===== src/rtl/symwin_pkg.sv =====
package symwin_pkg;
  // Four slots: n-1, n, n+1 in use, one more for the producer to run ahead.
  localparam int NUM_SLOTS = 4;
  localparam int SLOT_W    = 2;

  typedef enum logic [1:0] {
    GRP_PREV = 2'd0,
    GRP_CUR  = 2'd1,
    GRP_NEXT = 2'd2
  } grp_e;
endpackage


===== src/rtl/symwin_bank.sv =====
module symwin_bank
  import symwin_pkg::*;
#(
  parameter int NUM_USERS = 4,
  parameter int DATA_W    = 16,
  parameter int SYM_W     = 8,
  parameter int USER_W    = 2
) (
  input  logic                           clk,
  input  logic                           rst_n,
  input  logic                           clr,
  input  logic                           we,
  input  logic [USER_W-1:0]              wr_user,
  input  logic [SYM_W-1:0]               wr_sym,
  input  logic signed [DATA_W-1:0]       wr_data,
  input  logic [SYM_W-1:0]               cur_sym,
  input  logic [SYM_W-1:0]               rd_sym,
  input  logic [USER_W-1:0]              rd_user,
  output logic signed [DATA_W-1:0]       rd_data,
  output logic [NUM_SLOTS-1:0]           slot_full,
  output logic [NUM_SLOTS-1:0]           slot_live,
  output logic [NUM_SLOTS-1:0][SYM_W-1:0] slot_tag
);

  logic signed [DATA_W-1:0] mem [NUM_SLOTS][NUM_USERS];
  logic [SLOT_W-1:0]        wslot;
  logic [SLOT_W-1:0]        rslot;
  logic [NUM_USERS-1:0]     ubit;

  assign wslot = wr_sym[SLOT_W-1:0];
  assign rslot = rd_sym[SLOT_W-1:0];
  assign ubit  = NUM_USERS'(1) << wr_user;

  for (genvar s = 0; s < NUM_SLOTS; s++) begin : g_slot
    logic [NUM_USERS-1:0] mask_q;
    logic [SYM_W-1:0]     tag_q;
    logic                 live_q;
    logic                 hit;
    logic                 claim;

    assign hit   = we && (32'(wslot) == s);
    assign claim = hit && (!live_q || (tag_q != wr_sym));

    always_ff @(posedge clk or negedge rst_n) begin
      if (!rst_n) begin
        mask_q <= '0;
        tag_q  <= '0;
        live_q <= 1'b0;
      end else if (clr) begin
        mask_q <= '0;
        live_q <= 1'b0;
      end else if (claim) begin
        mask_q <= ubit;
        tag_q  <= wr_sym;
        live_q <= 1'b1;
      end else if (hit) begin
        mask_q <= mask_q | ubit;
      end
    end

    assign slot_full[s] = &mask_q;
    assign slot_live[s] = live_q;
    assign slot_tag[s]  = tag_q;


    slot_reuse_safe_chk: assert property (@(posedge clk) disable iff (!rst_n)
      (claim && live_q && !clr) |->
        ((tag_q != cur_sym) && (tag_q != cur_sym + SYM_W'(1)) &&
         (tag_q != cur_sym - SYM_W'(1))));
  end

  always_ff @(posedge clk) begin
    if (we && !clr) mem[wslot][wr_user] <= wr_data;
  end

  always_comb begin
    if (slot_live[rslot] && slot_full[rslot] && (slot_tag[rslot] == rd_sym))
      rd_data = mem[rslot][rd_user];
    else
      rd_data = '0;
  end

endmodule


===== src/rtl/symwin_ctrl.sv =====
module symwin_ctrl
  import symwin_pkg::*;
#(
  parameter int NUM_USERS = 4,
  parameter int SYM_W     = 8,
  parameter int USER_W    = 2
) (
  input  logic                            clk,
  input  logic                            rst_n,
  input  logic                            wr_valid,
  input  logic [USER_W-1:0]               wr_user,
  input  logic [SYM_W-1:0]                wr_sym,
  input  logic                            flush,
  input  logic                            win_ack,
  input  logic [NUM_SLOTS-1:0]            slot_full,
  input  logic [NUM_SLOTS-1:0]            slot_live,
  input  logic [NUM_SLOTS-1:0][SYM_W-1:0] slot_tag,
  output logic [SYM_W-1:0]                cur_sym,
  output logic                            win_valid,
  output logic                            wr_ready,
  output logic                            wr_stall,
  output logic                            we,
  output logic                            clr
);

  logic [SYM_W-1:0]  cur_q;
  logic              drain_q;
  logic [SYM_W-1:0]  nxt_sym;
  logic [SYM_W-1:0]  diff;
  logic [SLOT_W-1:0] cslot;
  logic [SLOT_W-1:0] nslot;
  logic              cur_done;
  logic              nxt_done;
  logic              in_rng;
  logic              user_ok;
  logic              fire_ack;
  logic              end_frame;

  assign nxt_sym  = cur_q + SYM_W'(1);
  assign cslot    = cur_q[SLOT_W-1:0];
  assign nslot    = nxt_sym[SLOT_W-1:0];
  assign cur_done = slot_live[cslot] && slot_full[cslot] && (slot_tag[cslot] == cur_q);
  assign nxt_done = slot_live[nslot] && slot_full[nslot] && (slot_tag[nslot] == nxt_sym);

  assign diff    = wr_sym - cur_q;
  assign user_ok = 32'(wr_user) < NUM_USERS;
  assign in_rng  = (diff == SYM_W'(0)) || (diff == SYM_W'(1)) || (diff == SYM_W'(2)) ||
                   ((diff == {SYM_W{1'b1}}) && (cur_q != '0));

  assign wr_ready  = !drain_q && in_rng && user_ok;
  assign wr_stall  = wr_valid && !wr_ready;
  assign we        = wr_valid && wr_ready;
  assign win_valid = cur_done && (nxt_done || drain_q);
  assign fire_ack  = win_valid && win_ack;
  assign end_frame = fire_ack && drain_q && !nxt_done;
  assign clr       = end_frame;
  assign cur_sym   = cur_q;

  always_ff @(posedge clk or negedge rst_n) begin
    if (!rst_n) begin
      cur_q   <= '0;
      drain_q <= 1'b0;
    end else begin
      if (end_frame)     cur_q <= '0;
      else if (fire_ack) cur_q <= nxt_sym;

      if (end_frame)  drain_q <= 1'b0;
      else if (flush) drain_q <= 1'b1;
    end
  end


  win_advance_chk: assert property (@(posedge clk) disable iff (!rst_n)
    (win_valid && win_ack && !drain_q) |=> (cur_q == $past(cur_q) + SYM_W'(1)));


  win_hold_chk: assert property (@(posedge clk) disable iff (!rst_n)
    !(win_valid && win_ack) |=> $stable(cur_q));


  flush_blocks_chk: assert property (@(posedge clk) disable iff (!rst_n)
    (flush && !(win_valid && win_ack)) |=> !wr_ready);


  drain_restart_chk: assert property (@(posedge clk) disable iff (!rst_n)
    (win_valid && win_ack && drain_q && !nxt_done) |=> ((cur_q == '0) && !win_valid));

endmodule


===== src/rtl/symwin_rdmux.sv =====
module symwin_rdmux
  import symwin_pkg::*;
#(
  parameter int NUM_USERS = 4,
  parameter int SYM_W     = 8,
  parameter int USER_W    = 2,
  parameter int IDX_W     = 4
) (
  input  logic [IDX_W-1:0]  rd_idx,
  input  logic [SYM_W-1:0]  cur_sym,
  output logic [SYM_W-1:0]  rd_sym,
  output logic [USER_W-1:0] rd_user,
  output logic              oob
);

  grp_e        grp;
  logic [31:0] idx;

  assign idx = 32'(rd_idx);

  always_comb begin
    grp     = GRP_PREV;
    rd_user = '0;
    oob     = 1'b0;
    if (idx < NUM_USERS) begin
      grp     = GRP_PREV;
      rd_user = USER_W'(idx);
    end else if (idx < 2 * NUM_USERS) begin
      grp     = GRP_CUR;
      rd_user = USER_W'(idx - NUM_USERS);
    end else if (idx < 3 * NUM_USERS) begin
      grp     = GRP_NEXT;
      rd_user = USER_W'(idx - 2 * NUM_USERS);
    end else begin
      oob     = 1'b1;
    end
  end

  assign rd_sym = cur_sym + SYM_W'(grp) - SYM_W'(1);

endmodule


===== src/rtl/symwin_buf.sv =====
module symwin_buf
  import symwin_pkg::*;
#(
  parameter int NUM_USERS = 4,
  parameter int DATA_W    = 16,
  parameter int SYM_W     = 8,
  parameter int USER_W    = (NUM_USERS > 1) ? $clog2(NUM_USERS) : 1,
  parameter int IDX_W     = $clog2(3 * NUM_USERS + 1)
) (
  input  logic                     clk,
  input  logic                     rst_n,
  input  logic                     wr_valid,
  output logic                     wr_ready,
  input  logic [USER_W-1:0]        wr_user,
  input  logic [SYM_W-1:0]         wr_sym,
  input  logic signed [DATA_W-1:0] wr_data,
  output logic                     wr_stall,
  input  logic                     flush,
  output logic                     win_valid,
  input  logic                     win_ack,
  output logic [SYM_W-1:0]         win_sym,
  input  logic [IDX_W-1:0]         rd_idx,
  output logic signed [DATA_W-1:0] rd_data
);

  localparam int VEC_LEN = 3 * NUM_USERS;

  logic [NUM_SLOTS-1:0]            slot_full;
  logic [NUM_SLOTS-1:0]            slot_live;
  logic [NUM_SLOTS-1:0][SYM_W-1:0] slot_tag;
  logic                            we;
  logic                            clr;
  logic [SYM_W-1:0]                cur_sym;
  logic [SYM_W-1:0]                rd_sym;
  logic [USER_W-1:0]               rd_user;
  logic                            oob;
  logic signed [DATA_W-1:0]        bank_data;

  symwin_ctrl #(
    .NUM_USERS(NUM_USERS), .SYM_W(SYM_W), .USER_W(USER_W)
  ) ctrl_i (
    .clk(clk), .rst_n(rst_n),
    .wr_valid(wr_valid), .wr_user(wr_user), .wr_sym(wr_sym),
    .flush(flush), .win_ack(win_ack),
    .slot_full(slot_full), .slot_live(slot_live), .slot_tag(slot_tag),
    .cur_sym(cur_sym), .win_valid(win_valid),
    .wr_ready(wr_ready), .wr_stall(wr_stall), .we(we), .clr(clr)
  );

  symwin_bank #(
    .NUM_USERS(NUM_USERS), .DATA_W(DATA_W), .SYM_W(SYM_W), .USER_W(USER_W)
  ) bank_i (
    .clk(clk), .rst_n(rst_n), .clr(clr), .we(we),
    .wr_user(wr_user), .wr_sym(wr_sym), .wr_data(wr_data),
    .cur_sym(cur_sym), .rd_sym(rd_sym), .rd_user(rd_user), .rd_data(bank_data),
    .slot_full(slot_full), .slot_live(slot_live), .slot_tag(slot_tag)
  );

  symwin_rdmux #(
    .NUM_USERS(NUM_USERS), .SYM_W(SYM_W), .USER_W(USER_W), .IDX_W(IDX_W)
  ) rdmux_i (
    .rd_idx(rd_idx), .cur_sym(cur_sym),
    .rd_sym(rd_sym), .rd_user(rd_user), .oob(oob)
  );

  assign rd_data = oob ? '0 : bank_data;
  assign win_sym = cur_sym;


  rd_oob_zero_chk: assert property (@(posedge clk) disable iff (!rst_n)
    (32'(rd_idx) >= VEC_LEN) |-> (rd_data == '0));


  first_prev_zero_chk: assert property (@(posedge clk) disable iff (!rst_n)
    ((win_sym == '0) && (32'(rd_idx) < NUM_USERS)) |-> (rd_data == '0));

endmodule


===== config.mk =====
export PLATFORM = sky130hd
export DESIGN_NAME = symwin_buf
export DESIGN_NICKNAME = d
export VERILOG_FILES = /design/src/rtl/symwin_pkg.sv /design/src/rtl/symwin_bank.sv /design/src/rtl/symwin_ctrl.sv /design/src/rtl/symwin_rdmux.sv /design/src/rtl/symwin_buf.sv
export SDC_FILE = /design/constraint.sdc
export NUM_CORES = 1
export LEC_CHECK = 0
export ABC_AREA = 1
export ABC_CLOCK_PERIOD_IN_PS = 7350
export CAP_MARGIN = 10
export CORE_MARGIN = 2
export CORE_UTILIZATION = 32
export CTS_CLUSTER_SIZE = 10
export DETAILED_ROUTE_END_ITERATION = 6
export DONT_BUFFER_PORTS = 1
export MAX_ROUTING_LAYER = met4
export SLEW_MARGIN = 25
export SYNTH_ARGS = -nofsm -noshare
export SYNTH_HDL_FRONTEND = slang
export SYNTH_SLANG_ARGS = --single-unit

===== constraint.sdc =====
create_clock -name clk -period 7.35 [get_ports clk]
set_clock_uncertainty 0.05 [all_clocks]
set_input_delay 0.735 -clock clk [delete_from_list [all_inputs] [get_ports clk]]
set_output_delay 0.735 -clock clk [all_outputs]
set_load 0.01 [all_outputs]

==> reports/qor.yml, run 1 <==
path_max_fanout: 71
clock_path_buffers: 3
drive_gt1_share_pct: 6.99
synth-seq-cells: 317
insertion_delay_ns: 0.56
routed_wl_microns: 45100
firstDrtPassIters: 5
dr.first_iter.drc_count: 1047
track_usage_pct: 18.4
holdCritStartpoint: "wr_data[10]"
finalSetupViolations: 0
grt_pass1_vias: 11700
cts_tree: "yes"
cp_num_buf_inv: 4
syn_area_per_cell_sq_um: 9.62
place_ws_ns: 2.08
diodes: 0
detail-route-antenna-nets: 0
synth_nets: 1695
outcome: "completed"
hold_violations: 0
slew_headroom_pct: 32.4
total_power_w: 0.00390
cts_buffers: 39
io_buffers: 0
clk_pin_slew_ns: 0.06
netlist_area_sq_mm: 0.0157
critical_path_class: "register to output pin"
arrival_ns: 5.12
cp_num_cells: 14
tightestPinTransition_ns: 1.01
dieArea_sq_mm: 0.0509
wire_per_inst_microns: 19.7
ys_warn_count: 0
end_kind: "output pin"
startpoint_type: "register"
grt_max_degree: 83
route.met3.wl_microns: 2950
antenna_found_initial: 0
post-route-period-util_pct: 80.3
crit_chain: "inv_1 > ha_1 > inv_1 > ha_2 > buf_4 > a21oi_1 > o21ai_0 > nand2_1 > xor2_1 > o21ai_0 > nor3_1 > nand4_2 > nor2_1 > buf_4"
wl_met2_microns: 21400
hold_class: "input pin to register"
dr_total_vias: 12000
max_stage_delay_ns: 0.76
num_rows: 81
vdd_drop_max_uv: 144
ff2ff_path_depth: 15
layout.nets: 1672
worst_path_max_delay_cell: "dfrtp_1"
wl_met1_microns: 19700
p_leak_nw: 6.77
cap_violations: 0
r2r-start: "ctrl_i.cur_sym[1]$_DFFE_PN0P_"
dr.max_layer_used: "met4"
required_ns: 6.57
dp_hpwl_microns: 28100
dieWidth_microns: 226
clock-sinks: 317
cts_root_buffer: "clkbuf_16"
multi_input_area_sq_mm: 0.00565
fin_ws_ns: 1.45
synthFlopType: "edfxtp_1"
fillCellCount: 4882
ys_seq_area_share_pct: 58.6
die_y_microns: 226
fin_util_pct: 35.9
htreeDepth: 2
grt_pass1_wl_microns: 69600
power.density_mw_per_mm2: 223
synth_edf_count: 256
grt_overflow: 0
min_path_cells: 0
final_common_cell: "nand2_1"
drc: 0
fmax_mhz: 169
syn_inst: 1633
setup.worst_path.start: "ctrl_i.cur_sym[1]$_DFFE_PN0P_"
critPathTopFamily: "buffers and inverters"
synth_cell_types: 45
post_cts_resized: 0
seq_area_sq_mm: 0.00921
coreArea_sq_mm: 0.0487
final_cell_mix: "nand2_1 (446), edfxtp_1 (256), nor2_1 (127)"
start_util_pct: 32.2
gp_congestion: 0.946
rsz0062_at_grt: "false"
post_cts_buffers: 0
async_reset_ff_share_pct: 19.2
area_growth_pct: 11.5
pin_count: 62
finalMaxSlewViolations: 0
finalCriticalPeriod_ns: 5.90
drt-vias-per-instance: 5.22
tns_ns: 0
==> cell families (layout without fill, tap and decap cells) <==
family / after synthesis / after routing / share of synthesized area (%)
buffers and inverters: 213 / 211 / 5.68
AND/OR/NAND/NOR: 754 / 754 / 20.7
AO/OA/AOI/OAI: 302 / 302 / 11.6
adder cells (fa/ha/maj): 27 / 27 / 2.24
XOR/XNOR: 20 / 20 / 1.11
flip-flops: 317 / 317 / 58.6
==> metrics by stage <==
stage | hold slack (ns) | instances | instance area (sq um)
after floorplan | 0.389 | 1633 | 15700
after global placement | 0.397 | 2230 | 16300
after detailed placement | 0.396 | 2230 | 16300
after CTS | 0.184 | 2294 | 17500
after global routing | 0.189 | 2295 | 17500
final | 0.211 | 2295 | 17500
==> state kept, by name, summed over array words and instances (netlist names) <==
register / count
bank_i.mem: 256
bank_i.g_slot.tag_q: 32
bank_i.g_slot.mask_q: 16
ctrl_i.cur_sym: 8
bank_i.g_slot.live_q: 4
ctrl_i.drain_q: 1
==> area by class of cell <==
class	instances	share of cell area, %
clock buffers	55	5.97
clock inverters	7	0.693
inverters	129	2.78
multi-input cells	1103	32.2
flip-flops and latches	317	52.6
well taps	664	4.74
repair buffers	20	1.01
==> metal layers <==
layer	vias up	global-route usage [%]
li1	5598	-
met5	-	-
met2	400	29.4
met3	63	3.38
met1	5925	24.0
met4	0	5.21
==> worst reg2reg max path: cells and delay by family (launching register included) <==
| family | cells | cell delay [ns] |
|---|---|---|
| AND/OR/NAND/NOR | 12 | 1.42 |
| buffers and inverters | 2 | 1.25 |
| flip-flops | 1 | 0.76 |
| adder cells (fa/ha/maj) | 1 | 0.59 |
==> cells in the mapped netlist (2+ instances only) <==
| cell | count | area (sq um) |
|---|---|---|
| a21oi_1 | 117 | 586 |
| nor2_4 | 5 | 56.3 |
| dfrtp_1 | 61 | 1530 |
| nand3_1 | 106 | 531 |
| or2_1 | 2 | 12.5 |
| nand4_2 | 4 | 50.1 |
| inv_2 | 2 | 7.51 |
| nand2_1 | 446 | 1670 |
| nor4_1 | 2 | 12.5 |
| o211ai_1 | 3 | 22.5 |
| nand2_4 | 4 | 45.0 |
| a211oi_1 | 3 | 22.5 |
| nand4_1 | 11 | 68.8 |
| nand3_2 | 4 | 40.0 |
| nor3_1 | 17 | 85.1 |
| ha_1 | 25 | 313 |
| nor2_1 | 134 | 503 |
| xnor2_1 | 9 | 78.8 |
| xor2_1 | 11 | 96.3 |
| clkbuf_1 | 36 | 135 |
| edfxtp_1 | 256 | 7690 |
| nor2_8 | 2 | 40.0 |
| buf_1 | 2 | 7.51 |
| buf_2 | 33 | 165 |
| o21ai_0 | 77 | 385 |
| o31ai_1 | 8 | 60.1 |
| fa_1 | 2 | 40.0 |
| inv_1 | 126 | 473 |
| nor2_2 | 3 | 18.8 |
| o22ai_1 | 15 | 93.8 |
| a221oi_1 | 45 | 394 |
| or2_2 | 8 | 50.1 |
| nand2_2 | 3 | 18.8 |
| o221ai_1 | 20 | 175 |
| o21ai_1 | 10 | 50.1 |
| buf_4 | 12 | 90.1 |
==> worst paths after layout <==
check / end / slack, ns
max in group asynchronous: bank_i.g_slot[1].mask_q[1]$_DFFE_PN0P_ / 6.30
setup reg to reg: bank_i.mem[1][17]$_DFFE_PP_ / 2.89
setup / recovery: rd_data[4] / 1.45
min in group asynchronous: bank_i.g_slot[3].tag_q[7]$_DFFE_PN0P_ / 0.67
hold / removal: bank_i.mem[2][10]$_DFFE_PP_ / 0.21
hold reg to reg: bank_i.g_slot[0].tag_q[7]$_DFFE_PN0P_ / 0.47
==> power breakdown <==
group	switching (W)	internal, W	total [W]
Combinational	0.000116	0.0000558	0.000172
Sequential	0.000000669	0.00194	0.00194
Clock	0.000748	0.00103	0.00178
==> timing repair <==
| action | in CTS | in global routing |
|---|---|---|
| endpoints found under the hold margin | 61 | 0 |
| setup endpoints to repair | 0 | 0 |
| hold buffers | 2 | 0 |
Power figures use the tool's default switching activity.
==> run 2, diff against run 1 <==
--- a/config.mk
+++ b/config.mk
@@ -5,8 +5,8 @@
 export SDC_FILE = /design/constraint.sdc
 export NUM_CORES = 1
 export LEC_CHECK = 0
-export ABC_AREA = 1
-export ABC_CLOCK_PERIOD_IN_PS = 7350
+export ABC_AREA = 0
+export ABC_CLOCK_PERIOD_IN_PS = 5400
 export CAP_MARGIN = 10
 export CORE_MARGIN = 2
 export CORE_UTILIZATION = 32
==> constraint.sdc (replaced) <==
create_clock -name clk -period 5.4 [get_ports clk]
set_clock_uncertainty 0.05 [all_clocks]
set_input_delay 0.54 -clock clk [delete_from_list [all_inputs] [get_ports clk]]
set_output_delay 0.54 -clock clk [all_outputs]
set_load 0.01 [all_outputs]
==> run 2 against run 1 <==
  * Clock power rose by 26%
  * First-iteration DRC count fell by 45%
  * Sequential share of layout area rose by 2.9 points
  * Total power rose by 34%
  * Core utilization rose by 0.89 points
  * Design area fell by 5.2%
==> reports/qor.yml, run 2 <==
outcome: "completed"
clock_path_buffers: 3
ys_warn_count: 0
cts_root_buffer: "clkbuf_16"
endpoint: "win_valid"
rsz0062_at_grt: "false"
hold_class: "input pin to register"
final_cell_mix: "edfxtp_1 (256), mux4_2 (91), dfrtp_1 (61)"
wire_per_inst_microns: 22.0
finalCriticalPeriod_ns: 4.65
tightestPinTransition_ns: 0.703
slew_headroom_pct: 53.0
finalMaxSlewViolations: 0
cts_hold_buf: 2
grt_pass1_vias: 7923
dieWidth_microns: 217
path_max_fanout: 11
grt_util_met3_pct: 2.96
grt_max_degree: 62
cts_tree: "yes"
insertion_delay_ns: 0.53
coreArea_sq_mm: 0.0451
crit_path_frequent_cell: "nor2_1"
top_usage_layer: "met2"
io_buffers: 0
startpoint_type: "register"
start_util_pct: 32.2
synth_largest_area_cell: "edfxtp_1"
fmax_mhz: 215
final_common_cell: "edfxtp_1"
drive_gt1_share_pct: 26.0
worst_path_max_delay_cell: "a2111oi_4"
die_y_microns: 217
dr.first_iter.drc_count: 581
num_rows: 78
clk_pin_slew_ns: 0.06
syn_area_per_cell_sq_um: 17.0
synthFlopType: "edfxtp_1"
netlist_area_sq_mm: 0.0145
post_cts_resized: 0
cp_num_buf_inv: 2
dieArea_sq_mm: 0.0471
syn_inst: 856
grt_overflow: 0
arrival_ns: 4.06
gp_congestion: 0.838
seq_area_sq_mm: 0.00921
hold_violations: 0
firstDrtPassIters: 4
r2r-start: "ctrl_i.cur_sym[2]$_DFFE_PN0P_"
cap_violations: 0
largest_reg_flops: 256
setup.worst_path.start: "ctrl_i.cur_sym[1]$_DFFE_PN0P_"
synth_nets: 918
dp_hpwl_microns: 21500
cts_buffers: 38
yosys-top-cells-count: "edfxtp_1 (256), mux4_2 (91), dfrtp_1 (61), xnor2_1 (43), nor2_1 (36)"
yosys-top-cells-area: "edfxtp_1 (53%), mux4_2 (14%), dfrtp_1 (11%)"
max_stage_delay_ns: 0.66
area_growth_pct: 14.4
critPathTopFamily: "simple AND/OR/NAND/NOR gates"
power.density_mw_per_mm2: 315
tns_ns: 0
diodes: 0
grt_pass1_wl_microns: 50600
p_leak_nw: 5.76
yosysTopAreaCellShare_pct: 52.9
reg_top3: "bank_i.mem x256, bank_i.g_slot.tag_q x32, bank_i.g_slot.mask_q x16"
synthMostInstantiatedCell: "edfxtp_1"
drt-vias-per-instance: 5.11
synth_edf_count: 256
routed_wl_microns: 33200
synth_cell_types: 65
synth-seq-cells: 317
htreeDepth: 2
post-route-period-util_pct: 86.1
ys_seq_area_share_pct: 63.4
end_kind: "output pin"
detail-route-antenna-nets: 0
async_reset_ff_share_pct: 19.2
reg2reg_to: "bank_i.mem[0][30]$_DFFE_PP_"
dr_total_vias: 7714
cp_num_cells: 9
ff2ff_path_depth: 10
pin_count: 62
track_usage_pct: 14.7
grt_use_met1_pct: 19.4
multi_input_area_sq_mm: 0.00509
vdd_drop_max_uv: 216
critical_path_class: "register to output pin"
antenna_found_initial: 0
required_ns: 4.81
reg2reg_slack_ns: 0.88
finalSetupViolations: 0
crit_chain: "buf_4 > inv_1 > ha_1 > mux4_2 > xnor2_1 > or3_4 > a2111oi_4 > nor2_1 > nor2_1"
use_met2_pct: 23.3
clock-sinks: 317
post_cts_buffers: 0
fillCellCount: 4182
largest-register: "bank_i.mem"
drc: 0
layout.nets: 959
timing.hold.ws_ns: 0.0575
-- run 2: cell types whose count changed after synthesis, sizes merged, moves of 95 or more --
cell,delta
inv,-105
nand3,-98
nand2,-423
a21oi,-107
nor2,-107
mux4,+95
-- run 2: cells by family (layout without fill, tap and decap cells) --
kind of cell	count (synthesis)	in the layout	synth area share (%)
AND/OR/NAND/NOR	172	172	6.51
AO/OA/AOI/OAI	82	82	4.41
multiplexers	129	129	17.4
adder cells (fa/ha/maj)	27	27	2.43
buffers and inverters	66	120	1.98
XOR/XNOR	63	63	3.80
flip-flops	317	317	63.4
-- run 2: worst min-delay path by stage --
stage	start	to	slack, ns	cells after the start
6_report	wr_data[3]	bank_i.mem[0][35]$_DFFE_PP_	0.06	0
3_3_place_gp	rst_n	ctrl_i.cur_sym[7]$_DFFE_PN0P_	0.20	0
5_1_grt	wr_data[3]	bank_i.mem[2][51]$_DFFE_PP_	0.03	0
4_1_cts	wr_data[2]	bank_i.mem[0][34]$_DFFE_PP_	0.03	0
3_5_place_dp	rst_n	ctrl_i.cur_sym[7]$_DFFE_PN0P_	0.20	0
2_1_floorplan	rst_n	bank_i.g_slot[0].live_q$_DFFE_PN0P_	0.19	0
-- run 2: power breakdown --
part	switching (W)	internal, W	total, W	leakage, nW
sequential	0.00000331	0.00265	0.00265	3.14
combinational	0.000152	0.000178	0.000329	2.10
clock	0.000933	0.00132	0.00225	0.521
total	0.00109	0.00414	0.00523	5.76
-- run 2: metal layers --
metal / share of wire [%] / routed length (microns)
met2: 49 / 16200
met1: 44 / 14700
met5: 0 / 0
met4: 2.2 / 724
met3: 4.7 / 1570
-- run 2: cell type report --
cell class / instances / share of cell area, %
clock buffers: 49 / 6.16
clock inverters: 4 / 0.264
inverters: 23 / 0.520
multi-input cells: 473 / 30.6
flip-flops and latches: 317 / 55.5
well taps: 600 / 4.52
repair buffers: 44 / 2.43
-- run 2: stage by stage --
| step | std cells | area (sq um) | total power [W] | util [%] | setup slack [ns] |
|---|---|---|---|---|---|
| after floorplan | 856 | 14500 | 0.00297 | - | 0.943 |
| after global placement | 1455 | 15500 | 0.00302 | 34.4 | 0.913 |
| after detailed placement | 1455 | 15500 | 0.00302 | 34.4 | 0.897 |
| after CTS | 1510 | 16600 | 0.00530 | 36.8 | 0.711 |
| after global routing | 1510 | 16600 | 0.00541 | 36.8 | 0.428 |
| final | 1510 | 16600 | 0.00523 | 36.8 | 0.752 |
